$ cat src/rtl/tcu_pkg.sv
`timescale 1ns/1ps
package tcu_pkg;
  typedef enum logic [1:0] {
    SLOT_FREE    = 2'd0,
    SLOT_CLEAR   = 2'd1,
    SLOT_STALLED = 2'd2
  } slot_state_t;

  // Active entry count: a request count above the entry limit means the limit.
  function automatic int clamp_count(input int cnt, input int maxv);
    return (cnt > maxv) ? maxv : cnt;
  endfunction
endpackage

$ cat src/rtl/tcu_log_check.sv
`timescale 1ns/1ps
module tcu_log_check import tcu_pkg::*; #(
  parameter int AW   = 4,
  parameter int DW   = 8,
  parameter int NENT = 4,
  parameter int CW   = 3
) (
  input  logic [CW-1:0]          cnt,
  input  logic [NENT*AW-1:0]     addr,
  input  logic [NENT*DW-1:0]     data,
  input  logic [(1<<AW)*DW-1:0]  mem_flat,
  output logic                   all_match
);
  logic [NENT-1:0] entry_ok;

  generate
    for (genvar i = 0; i < NENT; i++) begin : g_ent
      logic [AW-1:0] a;
      logic [DW-1:0] seen;
      logic [DW-1:0] cur;
      assign a    = addr[i*AW +: AW];
      assign seen = data[i*DW +: DW];
      assign cur  = mem_flat[int'(a)*DW +: DW];
      assign entry_ok[i] = (i >= clamp_count(int'(cnt), NENT)) || (cur == seen);
    end
  endgenerate

  assign all_match = &entry_ok;
endmodule

$ cat src/rtl/tcu_hazard.sv
`timescale 1ns/1ps
module tcu_hazard import tcu_pkg::*; #(
  parameter int AW    = 4,
  parameter int NRD   = 4,
  parameter int NWR   = 4,
  parameter int NSLOT = 4,
  parameter int RCW   = 3,
  parameter int WCW   = 3
) (
  input  logic [RCW-1:0]          rd_cnt,
  input  logic [NRD*AW-1:0]       rd_addr,
  input  logic [NSLOT-1:0]        slot_busy,
  input  logic [NSLOT*WCW-1:0]    slot_wcnt,
  input  logic [NSLOT*NWR*AW-1:0] slot_waddr,
  output logic                    hit
);
  always_comb begin
    int nr;
    hit = 1'b0;
    nr  = clamp_count(int'(rd_cnt), NRD);
    for (int s = 0; s < NSLOT; s++) begin
      for (int r = 0; r < NRD; r++) begin
        for (int w = 0; w < NWR; w++) begin
          if (slot_busy[s] && (r < nr) &&
              (w < clamp_count(int'(slot_wcnt[s*WCW +: WCW]), NWR)) &&
              (rd_addr[r*AW +: AW] == slot_waddr[(s*NWR + w)*AW +: AW]))
            hit = 1'b1;
        end
      end
    end
  end
endmodule

$ cat src/rtl/tcu_word_mem.sv
`timescale 1ns/1ps
module tcu_word_mem import tcu_pkg::*; #(
  parameter int AW  = 4,
  parameter int DW  = 8,
  parameter int NWR = 4,
  parameter int WCW = 3
) (
  input  logic                  clk,
  input  logic                  rst_n,
  input  logic                  we,
  input  logic [WCW-1:0]        wr_cnt,
  input  logic [NWR*AW-1:0]     wr_addr,
  input  logic [NWR*DW-1:0]     wr_data,
  output logic [(1<<AW)*DW-1:0] mem_flat
);
  localparam int DEPTH = 1 << AW;
  logic [DW-1:0] words [DEPTH];

  // Entries are stored in index order, so a later entry to the same word wins.
  always_ff @(posedge clk or negedge rst_n) begin
    if (!rst_n) begin
      for (int k = 0; k < DEPTH; k++) words[k] <= '0;
    end else if (we) begin
      for (int j = 0; j < NWR; j++) begin
        if (j < clamp_count(int'(wr_cnt), NWR))
          words[wr_addr[j*AW +: AW]] <= wr_data[j*DW +: DW];
      end
    end
  end

  always_comb begin
    for (int k = 0; k < DEPTH; k++) mem_flat[k*DW +: DW] = words[k];
  end

  assert_mem_hold_R3: assert property (@(posedge clk) disable iff (!rst_n)
    !we |=> $stable(mem_flat));
endmodule

$ cat src/rtl/tcu_commit_unit.sv
`timescale 1ns/1ps
module tcu_commit_unit import tcu_pkg::*; #(
  parameter int AW    = 4,
  parameter int DW    = 8,
  parameter int NSLOT = 4,
  parameter int NRD   = 4,
  parameter int NWR   = 4,
  parameter int TW    = 4
) (
  input  logic                 clk,
  input  logic                 rst_n,
  input  logic                 req_valid,
  output logic                 req_ready,
  input  logic [TW-1:0]        req_tag,
  input  logic [$clog2(NRD+1)-1:0] req_rd_cnt,
  input  logic [NRD*AW-1:0]    req_rd_addr,
  input  logic [NRD*DW-1:0]    req_rd_data,
  input  logic [$clog2(NWR+1)-1:0] req_wr_cnt,
  input  logic [NWR*AW-1:0]    req_wr_addr,
  input  logic [NWR*DW-1:0]    req_wr_data,
  output logic                 resp_valid,
  input  logic                 resp_ready,
  output logic [TW-1:0]        resp_tag,
  output logic                 resp_commit
);
  localparam int RCW  = $clog2(NRD+1);
  localparam int WCW  = $clog2(NWR+1);
  localparam int PW   = (NSLOT > 1) ? $clog2(NSLOT) : 1;
  localparam int NCW  = $clog2(NSLOT+1);
  localparam int MEMW = (1 << AW) * DW;

  function automatic logic [PW-1:0] ptr_next(input logic [PW-1:0] p);
    return (int'(p) == NSLOT-1) ? '0 : p + 1'b1;
  endfunction

  // Slot storage, in arrival order between head and tail.
  slot_state_t         st      [NSLOT];
  logic [TW-1:0]       s_tag   [NSLOT];
  logic [RCW-1:0]      s_rcnt  [NSLOT];
  logic [NRD*AW-1:0]   s_raddr [NSLOT];
  logic [NRD*DW-1:0]   s_rdata [NSLOT];
  logic [WCW-1:0]      s_wcnt  [NSLOT];
  logic [NWR*AW-1:0]   s_waddr [NSLOT];
  logic [NWR*DW-1:0]   s_wdata [NSLOT];
  logic                s_spec  [NSLOT];
  logic [PW-1:0]       head, tail;
  logic [NCW-1:0]      occ;

  // Stage events, named for the assertions.
  logic             acc_fire;      // log transfer with speculative check
  logic             spec_ok;
  logic             haz_hit;       // hazard against older queued writers
  logic             head_stalled;  // head waited on an older writer
  logic             final_ok;      // check of head against current memory
  logic             fin_fire;      // head outcome decided this cycle
  logic             fin_outcome;
  logic             commit_we;     // write log applied to memory
  logic [MEMW-1:0]  mem_flat;

  logic [NSLOT-1:0]        slot_busy;
  logic [NSLOT*WCW-1:0]    slot_wcnt_flat;
  logic [NSLOT*NWR*AW-1:0] slot_waddr_flat;

  generate
    for (genvar s = 0; s < NSLOT; s++) begin : g_flat
      assign slot_busy[s] = (st[s] != SLOT_FREE);
      assign slot_wcnt_flat[s*WCW +: WCW] = s_wcnt[s];
      assign slot_waddr_flat[s*NWR*AW +: NWR*AW] = s_waddr[s];
    end
  endgenerate

  assign req_ready = (occ != NCW'(NSLOT));
  assign acc_fire  = req_valid && req_ready;

  tcu_log_check #(.AW(AW), .DW(DW), .NENT(NRD), .CW(RCW)) u_spec (
    .cnt(req_rd_cnt), .addr(req_rd_addr), .data(req_rd_data),
    .mem_flat(mem_flat), .all_match(spec_ok));

  tcu_hazard #(.AW(AW), .NRD(NRD), .NWR(NWR), .NSLOT(NSLOT), .RCW(RCW), .WCW(WCW)) u_haz (
    .rd_cnt(req_rd_cnt), .rd_addr(req_rd_addr), .slot_busy(slot_busy),
    .slot_wcnt(slot_wcnt_flat), .slot_waddr(slot_waddr_flat), .hit(haz_hit));

  tcu_log_check #(.AW(AW), .DW(DW), .NENT(NRD), .CW(RCW)) u_final (
    .cnt(s_rcnt[head]), .addr(s_raddr[head]), .data(s_rdata[head]),
    .mem_flat(mem_flat), .all_match(final_ok));

  assign head_stalled = (st[head] == SLOT_STALLED);
  assign fin_fire     = (st[head] != SLOT_FREE) && (!resp_valid || resp_ready);
  assign fin_outcome  = head_stalled ? final_ok : s_spec[head];
  assign commit_we    = fin_fire && fin_outcome;

  tcu_word_mem #(.AW(AW), .DW(DW), .NWR(NWR), .WCW(WCW)) u_mem (
    .clk(clk), .rst_n(rst_n), .we(commit_we), .wr_cnt(s_wcnt[head]),
    .wr_addr(s_waddr[head]), .wr_data(s_wdata[head]), .mem_flat(mem_flat));

  always_ff @(posedge clk or negedge rst_n) begin
    if (!rst_n) begin
      for (int s = 0; s < NSLOT; s++) begin
        st[s]      <= SLOT_FREE;
        s_tag[s]   <= '0;
        s_rcnt[s]  <= '0;
        s_raddr[s] <= '0;
        s_rdata[s] <= '0;
        s_wcnt[s]  <= '0;
        s_waddr[s] <= '0;
        s_wdata[s] <= '0;
        s_spec[s]  <= 1'b0;
      end
      head        <= '0;
      tail        <= '0;
      occ         <= '0;
      resp_valid  <= 1'b0;
      resp_tag    <= '0;
      resp_commit <= 1'b0;
    end else begin
      if (acc_fire) begin
        st[tail]      <= haz_hit ? SLOT_STALLED : SLOT_CLEAR;
        s_tag[tail]   <= req_tag;
        s_rcnt[tail]  <= req_rd_cnt;
        s_raddr[tail] <= req_rd_addr;
        s_rdata[tail] <= req_rd_data;
        s_wcnt[tail]  <= req_wr_cnt;
        s_waddr[tail] <= req_wr_addr;
        s_wdata[tail] <= req_wr_data;
        s_spec[tail]  <= spec_ok;
        tail          <= ptr_next(tail);
      end
      if (fin_fire) begin
        st[head]    <= SLOT_FREE;
        head        <= ptr_next(head);
        resp_valid  <= 1'b1;
        resp_tag    <= s_tag[head];
        resp_commit <= fin_outcome;
      end else if (resp_ready) begin
        resp_valid  <= 1'b0;
      end
      occ <= occ + NCW'(acc_fire) - NCW'(fin_fire);
    end
  end

  assert_tail_free_R8: assert property (@(posedge clk) disable iff (!rst_n)
    acc_fire |-> (st[tail] == SLOT_FREE));
  assert_occ_bound_R8: assert property (@(posedge clk) disable iff (!rst_n)
    occ <= NCW'(NSLOT));
  assert_resp_hold_R9: assert property (@(posedge clk) disable iff (!rst_n)
    (resp_valid && !resp_ready) |=> (resp_valid && $stable(resp_tag) && $stable(resp_commit)));
  assert_resp_from_fin_R6: assert property (@(posedge clk) disable iff (!rst_n)
    $rose(resp_valid) |-> $past(fin_fire));
  assert_spec_agrees_R7: assert property (@(posedge clk) disable iff (!rst_n)
    (fin_fire && !head_stalled) |-> (final_ok == s_spec[head]));
endmodule

$ cat config.mk
export PLATFORM = sky130hd
export DESIGN_NAME = tcu_commit_unit
export DESIGN_NICKNAME = d
export VERILOG_FILES = /design/src/rtl/tcu_pkg.sv /design/src/rtl/tcu_log_check.sv /design/src/rtl/tcu_hazard.sv /design/src/rtl/tcu_word_mem.sv /design/src/rtl/tcu_commit_unit.sv
export SDC_FILE = /design/constraint.sdc
export NUM_CORES = 2
export LEC_CHECK = 0
export BUFFER_PORTS_ARGS = -buffer_cell sky130_fd_sc_hd__buf_2
export CORE_AREA = 2 2 311 313
export CTS_BUF_LIST = sky130_fd_sc_hd__clkbuf_8
export DETAILED_ROUTE_END_ITERATION = 10
export DIE_AREA = 0 0 313 315
export MAX_ROUTING_LAYER = met4
export PLACE_DENSITY = 0.61
export SLEW_MARGIN = 0
export SYNTH_ARGS = -nofsm -noshare
export SYNTH_HDL_FRONTEND = slang
export SYNTH_HIERARCHICAL = 1
export SYNTH_SLANG_ARGS = --single-unit
$ cat constraint.sdc
create_clock -name clk -period 5.6 [get_ports clk]
set_input_delay 0.28 -clock clk [delete_from_list [all_inputs] [get_ports clk]]
set_output_delay 0.28 -clock clk [all_outputs]
set_load 0.05 [all_outputs]
==> flow_summary.toml <==
[yosys]
postSynth.topFlopCell = "dfrtp_1"
avgSynthCellArea_um2 = 12.3
netlist-cell-type-count = 89
syn-num-nets = 3579
ys_ff_latch = 577
synth_top_family_by_area = "multiplexers"
yosysTopAreaCell = "dfrtp_1"
syn-cell-area_mm2 = 0.0427
synthAdderAreaFrac = 0.00311
synth_area_leaders = "dfrtp_1, mux4_2, mux2_2, xnor2_1, xor2_1"
netlist.area_leader.share = 0.339
synthMuxAreaShare = 0.339
yosysWarnings = 6
synth-edff-count = 0
synth_commonest_cells = "dfrtp_1, mux2_2, mux4_2"
syn_inst = 3459
synth_compound_area_frac = 0.117
seq_area_frac_synth = 0.339
synthArstFlopShare = 1.00
synth_most_common_cell = "dfrtp_1"
synthXorXnorAreaFrac = 0.0741
synth-simple-area-share = 0.0857

[min_path]
hold_start = "req_rd_cnt[0]"
min_path_type = "in2reg"
min_to = "s_rcnt[3]$_DFFE_PN0P_"
whs_path_depth = 2

[global_routing]
use_met1 = 0.447
gr-usage-all-layers = 0.341
grt_max_degree = 183
grt-ovfl-total = 0
grt_antenna_before_repair = 5
grt_pass1_vias = 35146
grt_pass1_wl_mm = 242
grt.busiest_layer = "met2"
use_met3 = 0.109
grt_use_met2 = 0.470

[place]
gp_congestion = 1.04
dpl.cell_count = 4622
dp_hpwl_mm = 109
place_ws_ps = 594
io_buffers = 116

[route]
drtPass1Iterations = 6
drcViolationCount = 0
vias = 35799
viasPerCell = 7.31
drt_iter0_drc = 6281
wirelength_mm = 165
final_antenna_net_count = 0
wire_per_inst_um = 33.7

[cts]
path_clk_slew_ps = 60
postCtsSetupRepairBufs = 0
numCtsBuffers = 99
cts_tree = "yes"
cts_num_sinks = 577
clk_latency_ps = 800
h-tree-depth = 3
cts_root_buffer = "clkbuf_8"
cts_buffer_depth = 3

[worst_setup_path]
critPathLaunchType = "register"
r2r_start = "head[0]$_DFFE_PN0P_"
critical_path_class = "reg2reg"
path_cells = "mux4_2, mux4_2, mux4_2, xnor2_1, nand4_1, nor2_1, nand4_1, a2bb2oi_1, mux2i_1, nor2_4, buf_12, o31a_1, o221ai_1, o22ai_1"
r2r_setup_slack_ps = 470
r2r_end = "u_mem/mem_flat[79]$_DFFE_PN0P_"
end_kind = "register"
cp_max_fo = 45
cpMostUsedCell = "mux4_2"
cpPeakStageDelay_ps = 900
cp.arrival_ps = 5810
r2r_cells = 14
crit_required_ps = 6280
slowest_stage = "mux4_2"

[sta]
timing.final.crit_share = 0.916
hold_viol = 0
setup_ws_ps = 468
slew_headroom = 0.210
drv_slew = 0
rsz0062_at_grt = "no"
period_needed_ps = 5130
worst_slew_pin_slew_ps = 1190
setup_tns_ps = 0
setup_viol = 0
fmax_mhz = 195
fin_skew_ps = 54.0

[run]
maxCapViolations = 0

[cells_and_area]
drive_gt1_frac = 0.347
area_growth_syn_to_layout_pct = 10.4
instances_no_fill = 4897
final_nets = 3656

[floorplanning]
die_w_um = 313
io_pins = 117
die_h_um = 315
die_area_mm2 = 0.0986
coreArea_mm2 = 0.0957
start_util = 0.446
num_rows = 114

[run_status]
outcome = "finished clean"
==> how the worst max path moves through the flow <==
stage | from | end
2_1_floorplan | head[0]$_DFFE_PN0P_ | u_mem/mem_flat[80]$_DFFE_PN0P_
3_3_place_gp | head[0]$_DFFE_PN0P_ | u_mem/mem_flat[119]$_DFFE_PN0P_
3_5_place_dp | head[0]$_DFFE_PN0P_ | u_mem/mem_flat[79]$_DFFE_PN0P_
4_1_cts | head[0]$_DFFE_PN0P_ | u_mem/mem_flat[53]$_DFFE_PN0P_
5_1_grt | head[0]$_DFFE_PN0P_ | u_mem/mem_flat[53]$_DFFE_PN0P_
6_report | head[0]$_DFFE_PN0P_ | u_mem/mem_flat[79]$_DFFE_PN0P_
==> layout make-up <==
| type | count | area (um^2) |
|---|---|---|
| fill | 8440 | 48600 |
| multi-input combinational | 2530 | 26400 |
| sequential | 577 | 14400 |
| timing repair buffer | 309 | 2460 |
| clock buffer | 118 | 1620 |
| tap | 1276 | 1600 |
| clock inverter | 62 | 437 |
| inverter | 19 | 72.6 |
| antenna | 6 | 15.0 |
==> critical path, delay by kind of cell (launching register included) <==
| family | cells | cell delay (ps) |
|---|---|---|
| buffers and inverters | 1 | 290 |
| AO/OA/AOI/OAI | 4 | 990 |
| multiplexers | 4 | 2090 |
| flip-flops | 1 | 610 |
| AND/OR/NAND/NOR | 4 | 840 |
| XOR/XNOR | 1 | 170 |
==> kinds of logic (layout without fill, tap and decap cells) <==
group                    Yosys count  count (layout)
other                              0               6
adder cells (fa/ha/maj)           10              10
buffers and inverters            352             508
AND/OR/NAND/NOR                  645             645
AO/OA/AOI/OAI                    629             629
XOR/XNOR                         360             360
flip-flops                       577             577
multiplexers                     886             886
==> stage by stage <==
stage	hold slack, ps	utilization	area [um^2]
after detailed placement	389	0.461	44100
after global routing	35.8	0.492	47100
after CTS	10.4	0.492	47100
final	73.3	0.492	47100
after global placement	385	0.461	44100
after floorplan	-15.6	-	42700
==> timing repair <==
item,in CTS,in global routing
endpoints found under the hold margin,441,0
hold buffers,89,0
gates resized for setup,0,0
==> metal layers <==
layer / up-vias / share of wire
met3: 654 / 0.13
met2: 2948 / 0.42
li1: 14070 / -
met5: - / 0
met4: 0 / 0.065
met1: 18127 / 0.38
==> registers in the layout, summed over array words and instances (netlist names) <==
signal and count:
head 2, resp_tag 4, s_raddr 64, s_spec 4, tail 2, s_rcnt 12
u_mem/mem_flat 128, s_rdata 128, occ 3, st 8, s_wcnt 12, resp_valid 1
resp_commit 1, s_wdata 128, s_waddr 64, s_tag 16
==> cell usage in the layout (no fill, tap or decap), types with 11 or more instances in the layout <==
cell type and instances:
nor4_1 32, o31a_1 16, buf_4 92, mux2i_1 51
a21oi_1 14, nor2_1 165, a221oi_1 129, buf_12 15
nor3_1 41, dlygate4sd3_1 89, buf_2 112, nand2_1 60
a211oi_1 129, o221ai_1 130, mux4_2 385, o22ai_1 134
mux4_1 13, and3_1 131, xor2_1 177, a211oi_2 12
inv_1 51, nand2b_1 16, clkinv_2 13, nor3b_1 16
and2_1 25, clkbuf_8 118, dfrtp_1 575, xnor2_1 182
nand3_1 35, nand4_1 45, a31oi_1 11, mux2_2 429
Power is left out: the tool's default activity adds up to more than one toggle a clock period on the data nets, which glitch-free logic cannot reach.
